==> src/rtl/lsr_pkg.sv <==
package lsr_pkg;
    typedef enum logic [1:0] {
        SEL_PLAIN = 2'd0,
        SEL_OPEN  = 2'd1,
        SEL_HOLD  = 2'd2
    } sel_state_e;
endpackage

==> src/rtl/lsr_sel_tracker.sv <==
module lsr_sel_tracker
    import lsr_pkg::*;
(
    input  logic clk,
    input  logic rst_n,
    input  logic strobe,
    input  logic sel_pin,
    output logic sel_term
);
    sel_state_e state_q, state_d;
    logic       held_q;

    // state register
    always_ff @(posedge clk or negedge rst_n) begin
        if (!rst_n) state_q <= SEL_PLAIN;
        else        state_q <= state_d;
    end

    // next-state logic
    always_comb begin
        state_d = state_q;
        unique case (state_q)
            SEL_PLAIN: if (!strobe) state_d = SEL_HOLD;
            SEL_OPEN:  if (!strobe) state_d = SEL_HOLD;
            SEL_HOLD:  if (strobe)  state_d = SEL_OPEN;
            default:   state_d = SEL_PLAIN;
        endcase
    end

    // held select bit: loaded while the strobe is high
    always_ff @(posedge clk or negedge rst_n) begin
        if (!rst_n)      held_q <= 1'b0;
        else if (strobe) held_q <= sel_pin;
    end

    // output process
    always_comb begin
        sel_term = held_q;
        unique case (state_q)
            SEL_PLAIN: sel_term = strobe ? 1'b1 : held_q;
            SEL_OPEN,
            SEL_HOLD:  sel_term = strobe ? sel_pin : held_q;
            default:   sel_term = 1'b0;
        endcase
    end


    property hold_stable_p;
        @(posedge clk) disable iff (!rst_n) !strobe |=> (held_q == $past(held_q));
    endproperty
    hold_stable_chk: assert property (hold_stable_p);


    property capture_p;
        @(posedge clk) disable iff (!rst_n) strobe |=> (held_q == $past(sel_pin));
    endproperty
    capture_chk: assert property (capture_p);


    property plain_exit_p;
        @(posedge clk) disable iff (!rst_n) (state_q != SEL_PLAIN) |=> (state_q != SEL_PLAIN);
    endproperty
    plain_exit_chk: assert property (plain_exit_p);
endmodule

==> src/rtl/lsr_store.sv <==
module lsr_store #(
    parameter int ADDR_W = 6,
    parameter int DATA_W = 8
) (
    input  logic              clk,
    input  logic              we,
    input  logic [ADDR_W-1:0] addr,
    input  logic [DATA_W-1:0] wdata,
    output logic [DATA_W-1:0] rdata
);
    localparam int DEPTH = 1 << ADDR_W;

    logic [DATA_W-1:0] cells [DEPTH];

    always_ff @(posedge clk) begin
        if (we) cells[addr] <= wdata;
    end

    assign rdata = cells[addr];
endmodule

==> src/rtl/lsr_bus_ctrl.sv <==
module lsr_bus_ctrl #(
    parameter int DATA_W = 8
) (
    input  logic              sel_term,
    input  logic              cs_act_hi,
    input  logic              cs_act_lo,
    input  logic              rd_n,
    input  logic              wr_n,
    input  logic [DATA_W-1:0] rdata,
    output logic              we,
    output logic              oe,
    output logic              chain,
    output logic [DATA_W-1:0] dout
);
    logic selected;

    always_comb begin
        selected = sel_term & cs_act_hi & ~cs_act_lo;
        we       = selected & ~wr_n;
        oe       = selected & ~rd_n & wr_n;
        chain    = selected | rd_n;
        dout     = oe ? rdata : '0;
    end
endmodule

==> src/rtl/latched_select_ram.sv <==
module latched_select_ram #(
    parameter int ADDR_W = 6,
    parameter int DATA_W = 8
) (
    input  logic              clk,
    input  logic              rst_n,
    input  logic [ADDR_W-2:0] addr_low,
    input  logic              sel_addr5,
    input  logic              cs_act_hi,
    input  logic              cs_act_lo,
    input  logic              addr_stb,
    input  logic              rd_n,
    input  logic              wr_n,
    input  logic [DATA_W-1:0] bus_in,
    output logic [DATA_W-1:0] bus_out,
    output logic              bus_oe,
    output logic              chain_out
);
    localparam int LO_W = ADDR_W - 1;

    logic              sel_term;
    logic              we;
    logic [DATA_W-1:0] rdata;
    logic [ADDR_W-1:0] word_addr;

    assign word_addr = {sel_addr5, addr_low[LO_W-1:0]};

    lsr_sel_tracker u_sel (
        .clk      (clk),
        .rst_n    (rst_n),
        .strobe   (addr_stb),
        .sel_pin  (sel_addr5),
        .sel_term (sel_term)
    );

    lsr_store #(.ADDR_W(ADDR_W), .DATA_W(DATA_W)) u_store (
        .clk   (clk),
        .we    (we),
        .addr  (word_addr),
        .wdata (bus_in),
        .rdata (rdata)
    );

    lsr_bus_ctrl #(.DATA_W(DATA_W)) u_ctrl (
        .sel_term  (sel_term),
        .cs_act_hi (cs_act_hi),
        .cs_act_lo (cs_act_lo),
        .rd_n      (rd_n),
        .wr_n      (wr_n),
        .rdata     (rdata),
        .we        (we),
        .oe        (bus_oe),
        .chain     (chain_out),
        .dout      (bus_out)
    );


    property write_wins_p;
        @(posedge clk) disable iff (!rst_n) !wr_n |-> !bus_oe;
    endproperty
    write_wins_chk: assert property (write_wins_p);


    property chain_on_drive_p;
        @(posedge clk) disable iff (!rst_n) bus_oe |-> chain_out;
    endproperty
    chain_on_drive_chk: assert property (chain_on_drive_p);


    property cs_gate_p;
        @(posedge clk) disable iff (!rst_n) (!cs_act_hi || cs_act_lo) |-> (!bus_oe && (chain_out == rd_n));
    endproperty
    cs_gate_chk: assert property (cs_gate_p);


    property quiet_bus_p;
        @(posedge clk) disable iff (!rst_n) !bus_oe |-> (bus_out == '0);
    endproperty
    quiet_bus_chk: assert property (quiet_bus_p);
endmodule

==> config.mk <==
export PLATFORM = sky130hd
export DESIGN_NAME = latched_select_ram
export DESIGN_NICKNAME = d
export VERILOG_FILES = /design/src/rtl/lsr_pkg.sv /design/src/rtl/lsr_sel_tracker.sv /design/src/rtl/lsr_store.sv /design/src/rtl/lsr_bus_ctrl.sv /design/src/rtl/latched_select_ram.sv
export SDC_FILE = /design/constraint.sdc
export NUM_CORES = 1
export LEC_CHECK = 0
export ABC_CLOCK_PERIOD_IN_PS = 4230
export CORE_MARGIN = 5
export CORE_UTILIZATION = 38
export DETAILED_ROUTE_END_ITERATION = 16
export PLACE_DENSITY = 0.6
export SETUP_SLACK_MARGIN = 0.4
export SKIP_CTS_REPAIR_TIMING = 1
export SLEW_MARGIN = 10
export SYNTH_ARGS = -nofsm -noshare
export SYNTH_HDL_FRONTEND = slang
export SYNTH_HIERARCHICAL = 1
export SYNTH_SLANG_ARGS = --single-unit
==> constraint.sdc <==
create_clock -name clk -period 4.23 [get_ports clk]
set_input_delay 0.6345 -clock clk [delete_from_list [all_inputs] [get_ports clk]]
set_output_delay 0.6345 -clock clk [all_outputs]
set_load 0.02 [all_outputs]
==> impl_metrics.json, run 1 <==
{
  "ctsHtreeMaxLevel": 2,
  "cp-end-kind": "output pin",
  "r2r_setup_slack_ns": 1.06,
  "wl_met2_mm": 27.5,
  "grt_max_degree": 43,
  "dr_wl_met3_mm": 4.74,
  "final_max_slew_viol_count": 0,
  "max_cap_viol_count": 0,
  "fp.dieH_um": 243,
  "yosysUniqueCellTypes": 62,
  "yosys-top-cells-area": "edfxtp_1 74%, mux4_2 4.5%, mux2i_1 3.0%",
  "wirelength_met1_mm": 24.0,
  "hold_path_class": "in2async",
  "routabilityCongestion": 0.924,
  "vias": 12500,
  "syn-num-nets": 1235,
  "r2r_cells": 11,
  "arrival_ns": 3.15,
  "cpPeakStageDelay_ns": 0.53,
  "initial_utilization_pct": 38.4,
  "drt_iter0_drc": 1406,
  "grt_pass1_vias": 12500,
  "top_layer": "met4",
  "status": "finished, final reports clean",
  "synthFlopType": "edfxtp_1",
  "tightest_slew_ns": 0.937,
  "yosysSeqAreaShare_pct": 74.7,
  "yosysTopAreaCell": "edfxtp_1",
  "die-area_mm2": 0.0592,
  "cp_slowest_cell": "or4b_4",
  "final_antenna_net_count": 0,
  "hold_viol_final": 0,
  "ys_ff_latch": 515,
  "gr-total-overflow": 0,
  "clock_skew_ns": 0.0237,
  "cts_sinks": 515,
  "yosysWarnings": 6,
  "p_leak_nw": 8.61,
  "antenna_found_initial": 0,
  "path_class": "in2out",
  "path_buf_inv": 4,
  "drt-pass1-iter-count": 5,
  "setup_viol": 0,
  "clockBufferDepth": 3,
  "drc": 0,
  "grt_usage_pct": 19.1,
  "grt_pass1_wl_mm": 84.6,
  "via_per_inst": 5.70,
  "cts.clk_slew.worst_paths_ns": 0.06,
  "drt_wl_total_mm": 57.9,
  "synthArstFlopShare_pct": 0.583,
  "cpMostUsedCell": "buf_6",
  "cp-start-kind": "input port",
  "period_minus_slack_ns": 3.78,
  "path_max_fanout": 11,
  "cp_cell_sequence": "buf_16, buf_6, buf_12, mux2_1, mux4_2, o21ai_4, o2111ai_4, or4b_4, nand2_4, nor3_4, buf_6",
  "design_area_mm2": 0.0252,
  "ios": 31,
  "synth_top_cell_area_share_pct": 74.3,
  "root_buffer": "clkbuf_16",
  "area_delta_synth_final_pct": 21.8,
  "max_freq_ghz": 0.264,
  "design.core.area_mm2": 0.0539,
  "final_nets": 1477,
  "port_buffers": 30,
  "vdd_drop_max_mv": 0.333,
  "num_antenna_cells": 0,
  "rsz0062_at_grt": "yes",
  "rows": 85,
  "power_mw": 10.6,
  "synth_edf_count": 512,
  "cts_tree": "yes",
  "r2r-start": "u_sel/state_q[1]",
  "powerDensity_mw_per_mm2": 422,
  "dieWidth_um": 243,
  "layout_worst_path_cycle_share_pct": 89.4,
  "avgSynthCellArea_um2": 17.1,
  "required_ns": 3.60,
  "placed_area_mm2": 0.0233,
  "syn_inst": 1209,
  "slew_headroom_pct": 37.5,
  "cp_top_family": "multiplexers",
  "clk_latency_ns": 0.60,
  "dp_hpwl_mm": 39.3,
  "cts_buffers": 52,
  "syn-cell-area_mm2": 0.0207,
  "wl_per_cell_um": 26.5,
  "r2r_end": "u_store/cells[18][7]",
  "drive_gt1_share_pct": 27.7
}
-- routing by layer --
layer / GRT usage (%) / vias to the layer above
met5: 0 / -
met4: 5.81 / 0
met3: 3.99 / 107
met2: 31.0 / 586
met1: 26.3 / 6393
li1: - / 5365
-- registers in the layout, indices dropped and copies added, names as in the netlist --
| signal | cells |
|---|---|
| u_sel/state_q | 2 |
| u_sel/held_q | 1 |
| u_store/cells | 512 |
-- stage by stage --
step | hold slack (ns) | instances | setup slack, ns | util (%) | setup TNS (ns)
floorplan | 0.339 | 1209 | 1.11 | - | 0
global placement | 0.494 | 2088 | -0.299 | 43.3 | -0.619
detailed placement | 0.524 | 2088 | -0.234 | 43.3 | -0.574
CTS | 0.185 | 2180 | -0.249 | 46.1 | -0.621
global route | 0.199 | 2185 | 0.391 | 46.7 | 0
finish | 0.215 | 2185 | 0.448 | 46.7 | 0
-- cell usage in the layout, fill, tap and decap left out, drive strengths merged, types with 9 or more instances in the layout --
| cell | count |
|---|---|
| nand3b | 13 |
| nand2 | 53 |
| o21ai | 12 |
| a22oi | 40 |
| o22a | 11 |
| a221oi | 21 |
| clkbuf | 66 |
| nor3 | 11 |
| and3 | 9 |
| mux4 | 41 |
| a31oi | 15 |
| a22o | 10 |
| buf | 255 |
| nand2b | 25 |
| a21oi | 30 |
| mux2 | 14 |
| a221o | 11 |
| nor2 | 86 |
| and2 | 10 |
| o221ai | 9 |
| clkinv | 26 |
| mux2i | 63 |
| o22ai | 22 |
| edfxtp | 512 |
-- worst register-to-register path, cell delays in order (launching register included) --
cell	delay, ns
dfrtp_1	0.41
inv_1	0.09
ha_1	0.27
a21oi_1	0.05
nor3_1	0.30
nand3b_4	0.16
nor2_1	0.33
nor2b_1	0.30
nand2_1	0.30
buf_4	0.26
nor2_1	0.21
buf_4	0.21
-- Yosys cell counts, types with 4 or more instances --
library cell  count
a211oi_1          6
a21o_1            5
a21oi_1          30
a221o_1          11
a221oi_1         21
a22o_1           10
a22oi_1          40
a31oi_1          15
a32oi_1           7
and2_1            9
and3_1            9
and4_1            6
buf_1             6
buf_2            31
buf_4             4
buf_6             6
clkbuf_1         36
edfxtp_1        512
ha_1              5
inv_1             6
mux2_1            8
mux2_2            6
mux2i_1          63
mux4_2           41
nand2_1          53
nand2b_1         25
nand3_1           8
nand3b_1         12
nor2_1           86
nor2b_1           8
nor3_2            8
o21ai_0          10
o221ai_1          9
o22a_1           11
o22ai_1          22
o2bb2ai_1         7
o31ai_1           5
or3b_2            5
-- report_power, final --
part,leakage [nW],internal (mW),switching [mW]
sequential,4.64,5.63,0.0127
combinational,3.23,0.323,0.492
clock,0.743,2.31,1.87
total,8.61,8.26,2.38
-- worst max path at each step --
stage | from | endpoint | slack [ns] | cells past startpoint
after global placement | addr_low[1] | bus_out[7] | -0.30 | 11
after floorplan | addr_low[1] | bus_out[2] | 1.11 | 11
after CTS | addr_low[1] | bus_out[7] | -0.25 | 11
final | addr_low[1] | bus_out[7] | 0.45 | 11
after global routing | addr_low[1] | bus_out[7] | 0.39 | 11
after detailed placement | addr_low[1] | bus_out[7] | -0.23 | 11
-- cell families after synthesis --
family | count (synthesis) | synth area share (%)
DFF | 515 | 74.7
and+or+nand+nor | 255 | 6.53
AOI/OAI and AO/OA | 226 | 8.09
muxes | 118 | 8.27
buffers and inverters | 90 | 2.12
adders and majority gates | 5 | 0.302
-- final cells by class --
class / count / area [um^2]
fillers: 4579 / 28700
multi-input cells: 604 / 5020
inverters: 6 / 22.5
clock buffers: 65 / 1390
repair buffers: 272 / 2320
flip-flops and latches: 515 / 15400
well taps: 696 / 871
clock inverters: 27 / 128
No activity file was read; power rests on OpenSTA's default activity.
==> run 2: changes to the inputs <==
CAP_MARGIN = 20   (was not set)
CORE_ASPECT_RATIO = 1.1   (was not set)
==> impl_metrics.json, run 2 (synthesis results as in run 1) <==
{
  "status": "finished, final reports clean",
  "layout_worst_path_cycle_share_pct": 91.3,
  "cp-start-kind": "input port",
  "placed_area_mm2": 0.0232,
  "ios": 31,
  "dp.cells": 2092,
  "antenna_found_initial": 0,
  "path_class": "in2out",
  "whs_ns": 0.211,
  "dp_slack_ns": -0.0475,
  "max_cap_viol_count": 0,
  "p_leak_nw": 8.43,
  "drt-pass1-iter-count": 5,
  "path_max_fanout": 11,
  "r2r_cells": 12,
  "vias": 12100,
  "cts_tree": "yes",
  "final_nets": 1442,
  "ctsHtreeMaxLevel": 2,
  "cp-end-kind": "output pin",
  "crit_cells": 12,
  "cpPeakStageDelay_ns": 0.50,
  "port_buffers": 30,
  "largest_register_ffs": 512,
  "path_buf_inv": 5,
  "drc": 0,
  "required_ns": 3.60,
  "final_common_cell": "edfxtp_1",
  "num_antenna_cells": 0,
  "rows": 89,
  "arrival_ns": 3.23,
  "via_per_inst": 5.56,
  "clockBufferDepth": 3,
  "power_mw": 10.8,
  "cp_top_family": "buffers and inverters",
  "hold_viol_final": 0,
  "grt_usage_pct": 18.7,
  "cpMostUsedCell": "buf_12",
  "gr-total-overflow": 0,
  "clk_latency_ns": 0.60,
  "dp_hpwl_mm": 37.0,
  "clock_skew_ns": 0.0231,
  "fp.dieH_um": 255,
  "slew_headroom_pct": 28.5,
  "setup_slack_ns": 0.369,
  "reg.largest.list": "u_store/cells x512, u_sel/state_q x2, u_sel/held_q x1",
  "tns_ns": 0,
  "design_area_mm2": 0.0249,
  "initial_utilization_pct": 38.5,
  "cp_slowest_cell": "mux4_2",
  "drive_gt1_share_pct": 25.8,
  "rsz0062_at_grt": "yes",
  "r2r_end": "u_store/cells[10][7]",
  "root_buffer": "clkbuf_16",
  "fillers": 4602,
  "instances_no_fill": 2185,
  "final_antenna_net_count": 0,
  "wl_per_cell_um": 25.4,
  "r2r-start": "u_sel/state_q[0]",
  "die-area_mm2": 0.0592,
  "cts.clk_slew.worst_paths_ns": 0.06,
  "hold_path_class": "in2async",
  "area_delta_synth_final_pct": 20.4,
  "design.core.area_mm2": 0.0538,
  "cts_buffers": 50,
  "drt_iter0_drc": 1216,
  "drt_wl_total_mm": 55.6,
  "vdd_drop_max_mv": 0.267,
  "grt_pass1_wl_mm": 81.8,
  "grt_pass1_vias": 12300,
  "tightest_slew_ns": 1.07,
  "r2r_setup_slack_ns": 1.24,
  "finish.utilization_pct": 46.3,
  "grt_max_degree": 65,
  "dieWidth_um": 232,
  "routabilityCongestion": 0.866,
  "max_freq_ghz": 0.259,
  "cp_cell_sequence": "buf_8, buf_12, buf_12, mux4_2, mux2i_1, o22a_1, o311ai_0, buf_4, or4_1, nand2_1, nor3_2, dlymetal6s2s_1",
  "powerDensity_mw_per_mm2": 432,
  "layout_common_cells": "512 x edfxtp_1, 190 x buf_4, 85 x nor2_1, 61 x mux2i_1, 52 x nand2_1",
  "setup_viol": 0,
  "top_register": "u_store/cells",
  "cts_sinks": 515,
  "period_minus_slack_ns": 3.86,
  "final_max_slew_viol_count": 0
}
-- run 2: where the power goes --
part | switching (mW) | leakage (nW) | internal [mW]
sequential | 0.0124 | 4.64 | 5.63
clock | 1.89 | 0.779 | 2.46
combinational | 0.470 | 3.01 | 0.303
-- run 2: worst max-delay path by stage --
stage,start,endpoint
floorplan,addr_low[1],bus_out[2]
global placement,addr_low[2],bus_out[5]
detailed placement,addr_low[2],bus_out[5]
CTS,addr_low[2],bus_out[5]
global route,addr_low[1],bus_out[3]
finish,addr_low[1],bus_out[3]
-- run 2: layout make-up --
cell class	count	area (um^2)	share of cell area [%]
flip-flops and latches	515	15400	62.0
multi-input cells	604	4860	19.5
repair buffers	239	2070	8.31
clock buffers	61	1310	5.28
well taps	728	911	3.66
clock inverters	32	278	1.12
inverters	6	22.5	0.0904
-- run 2: worst register-to-register path, delay by kind of cell, from the launching register on --
kind | cells | cell delay, ns
compound gates | 1 | 0.05
fa+ha+maj | 1 | 0.28
buf+inv | 4 | 0.70
flops | 1 | 0.39
simple gates | 6 | 1.29
-- run 2: layer usage --
layer	up-vias	track usage (%)	part of all wire [%]
met5	-	0	0
met4	0	6.85	4.1
met3	133	4.20	7.5
met2	529	30.9	49
met1	6179	24.5	40
li1	5306	-	-
==> run 3: changes to the inputs <==
CORE_UTILIZATION = 50   (was 38)
PLACE_DENSITY = 0.73   (was 0.6)
==> impl_metrics.json, run 3 (synthesis results as in run 1) <==
{
  "placed_area_mm2": 0.0228,
  "cpMostUsedCell": "buf_16",
  "setup_viol": 0,
  "clk_latency_ns": 0.56,
  "tns_ns": 0,
  "instances_no_fill": 1978,
  "grt_pass1_wl_mm": 79.0,
  "final_antenna_net_count": 0,
  "rows": 78,
  "dp_slack_ns": -0.102,
  "cp_cell_sequence": "buf_12, buf_16, buf_16, mux4_2, o21ai_0, o211ai_1, or4_1, nand2_1, nor3_2, dlymetal6s2s_1",
  "ios": 31,
  "drt-pass1-iter-count": 6,
  "dieWidth_um": 204,
  "wl_per_cell_um": 27.0,
  "grt_pass1_vias": 12200,
  "cts_buffers": 47,
  "routabilityCongestion": 0.945,
  "top_register": "u_store/cells",
  "dp.cells": 1893,
  "fp.dieH_um": 223,
  "largest_register_ffs": 512,
  "via_per_inst": 6.22,
  "path_class": "in2out",
  "cts_sinks": 515,
  "area_delta_synth_final_pct": 18.1,
  "grt_usage_pct": 23.3,
  "path_max_fanout": 26,
  "drive_gt1_share_pct": 24.1,
  "hold_path_class": "in2async",
  "cp-start-kind": "input port",
  "final_common_cell": "edfxtp_1",
  "layout_common_cells": "512 x edfxtp_1, 160 x buf_4, 84 x nor2_1, 61 x mux2i_1, 53 x nand2_1",
  "final_max_slew_viol_count": 0,
  "slew_headroom_pct": 39.4,
  "dp_hpwl_mm": 35.1,
  "period_minus_slack_ns": 3.80,
  "required_ns": 3.60,
  "arrival_ns": 3.16,
  "hold_viol_final": 0,
  "cp-end-kind": "output pin",
  "ctsHtreeMaxLevel": 2,
  "final_nets": 1409,
  "max_cap_viol_count": 0,
  "whs_ns": 0.254,
  "gr-total-overflow": 0,
  "port_buffers": 30,
  "root_buffer": "clkbuf_16",
  "drc": 0,
  "max_freq_ghz": 0.263,
  "clock_skew_ns": 0.0140,
  "antenna_found_initial": 1,
  "die-area_mm2": 0.0455,
  "status": "finished, final reports clean",
  "cts.clk_slew.worst_paths_ns": 0.06,
  "grt_max_degree": 65,
  "cpPeakStageDelay_ns": 0.58,
  "rsz0062_at_grt": "no",
  "powerDensity_mw_per_mm2": 432,
  "setup_slack_ns": 0.434,
  "p_leak_nw": 8.29,
  "initial_utilization_pct": 50.3,
  "layout_worst_path_cycle_share_pct": 89.8,
  "clockBufferDepth": 3,
  "vias": 12300,
  "vdd_drop_max_mv": 0.239,
  "reg.largest.list": "u_store/cells x512, u_sel/state_q x2, u_sel/held_q x1",
  "drt_iter0_drc": 1627,
  "cp_slowest_cell": "or4_1",
  "cts_tree": "yes",
  "fillers": 2948,
  "tightest_slew_ns": 0.909,
  "drt_wl_total_mm": 53.3,
  "design_area_mm2": 0.0244,
  "design.core.area_mm2": 0.0411
}
## run 3: layout make-up
class / instances / area, um^2 / area share (%)
clock inverter: 23 / 213 / 0.870
timing repair buffer: 209 / 1870 / 7.65
antenna: 1 / 2.50 / 0.0102
tap: 560 / 701 / 2.87
multi-input combinational: 604 / 4890 / 20.0
inverter: 6 / 22.5 / 0.0922
clock buffer: 60 / 1290 / 5.27
sequential: 515 / 15400 / 63.2
## run 3: per-stage QoR
| stage | utilization, % | total power, mW |
|---|---|---|
| final | 59.5 | 10.6 |
| after global routing | 59.5 | 10.9 |
| after CTS | 59.1 | 10.6 |
| after detailed placement | 55.4 | 6.48 |
| after global placement | 55.4 | 6.46 |
| after floorplan | - | 6.13 |
## run 3: worst paths after layout
kind	start	to	slack, ns	cells after the start
worst min-delay path	rst_n	u_sel/held_q	0.25	1
min in group clk	u_sel/held_q	u_sel/held_q	0.51	1
worst min register to register	u_sel/held_q	u_sel/held_q	0.51	1
max in group asynchronous	rst_n	u_sel/state_q[1]	3.83	1
worst max-delay path	addr_low[1]	bus_out[6]	0.43	10
worst max register to register	u_sel/state_q[0]	u_store/cells[8][0]	0.89	10
## run 3: worst max-delay path, delay by kind of cell
kind / cells / cell delay (ns)
simple gates: 3 / 0.74
compound gates: 2 / 0.42
mux: 1 / 0.51
buf+inv: 4 / 0.82
## run 3: metal layers
layer  global-route usage [%]  vias up  share of wire, %
li1                         -     5220                 -
met1                     30.0     6110                36
met2                     37.7      786                49
met3                     4.78      189               9.9
met4                     11.8        0               5.7
met5                        0        -                 0
## run 3: power breakdown
group	switching (mW)	total, mW	internal [mW]
clock	1.77	4.16	2.39
combinational	0.471	0.761	0.290
sequential	0.0130	5.64	5.63
total	2.25	10.6	8.30
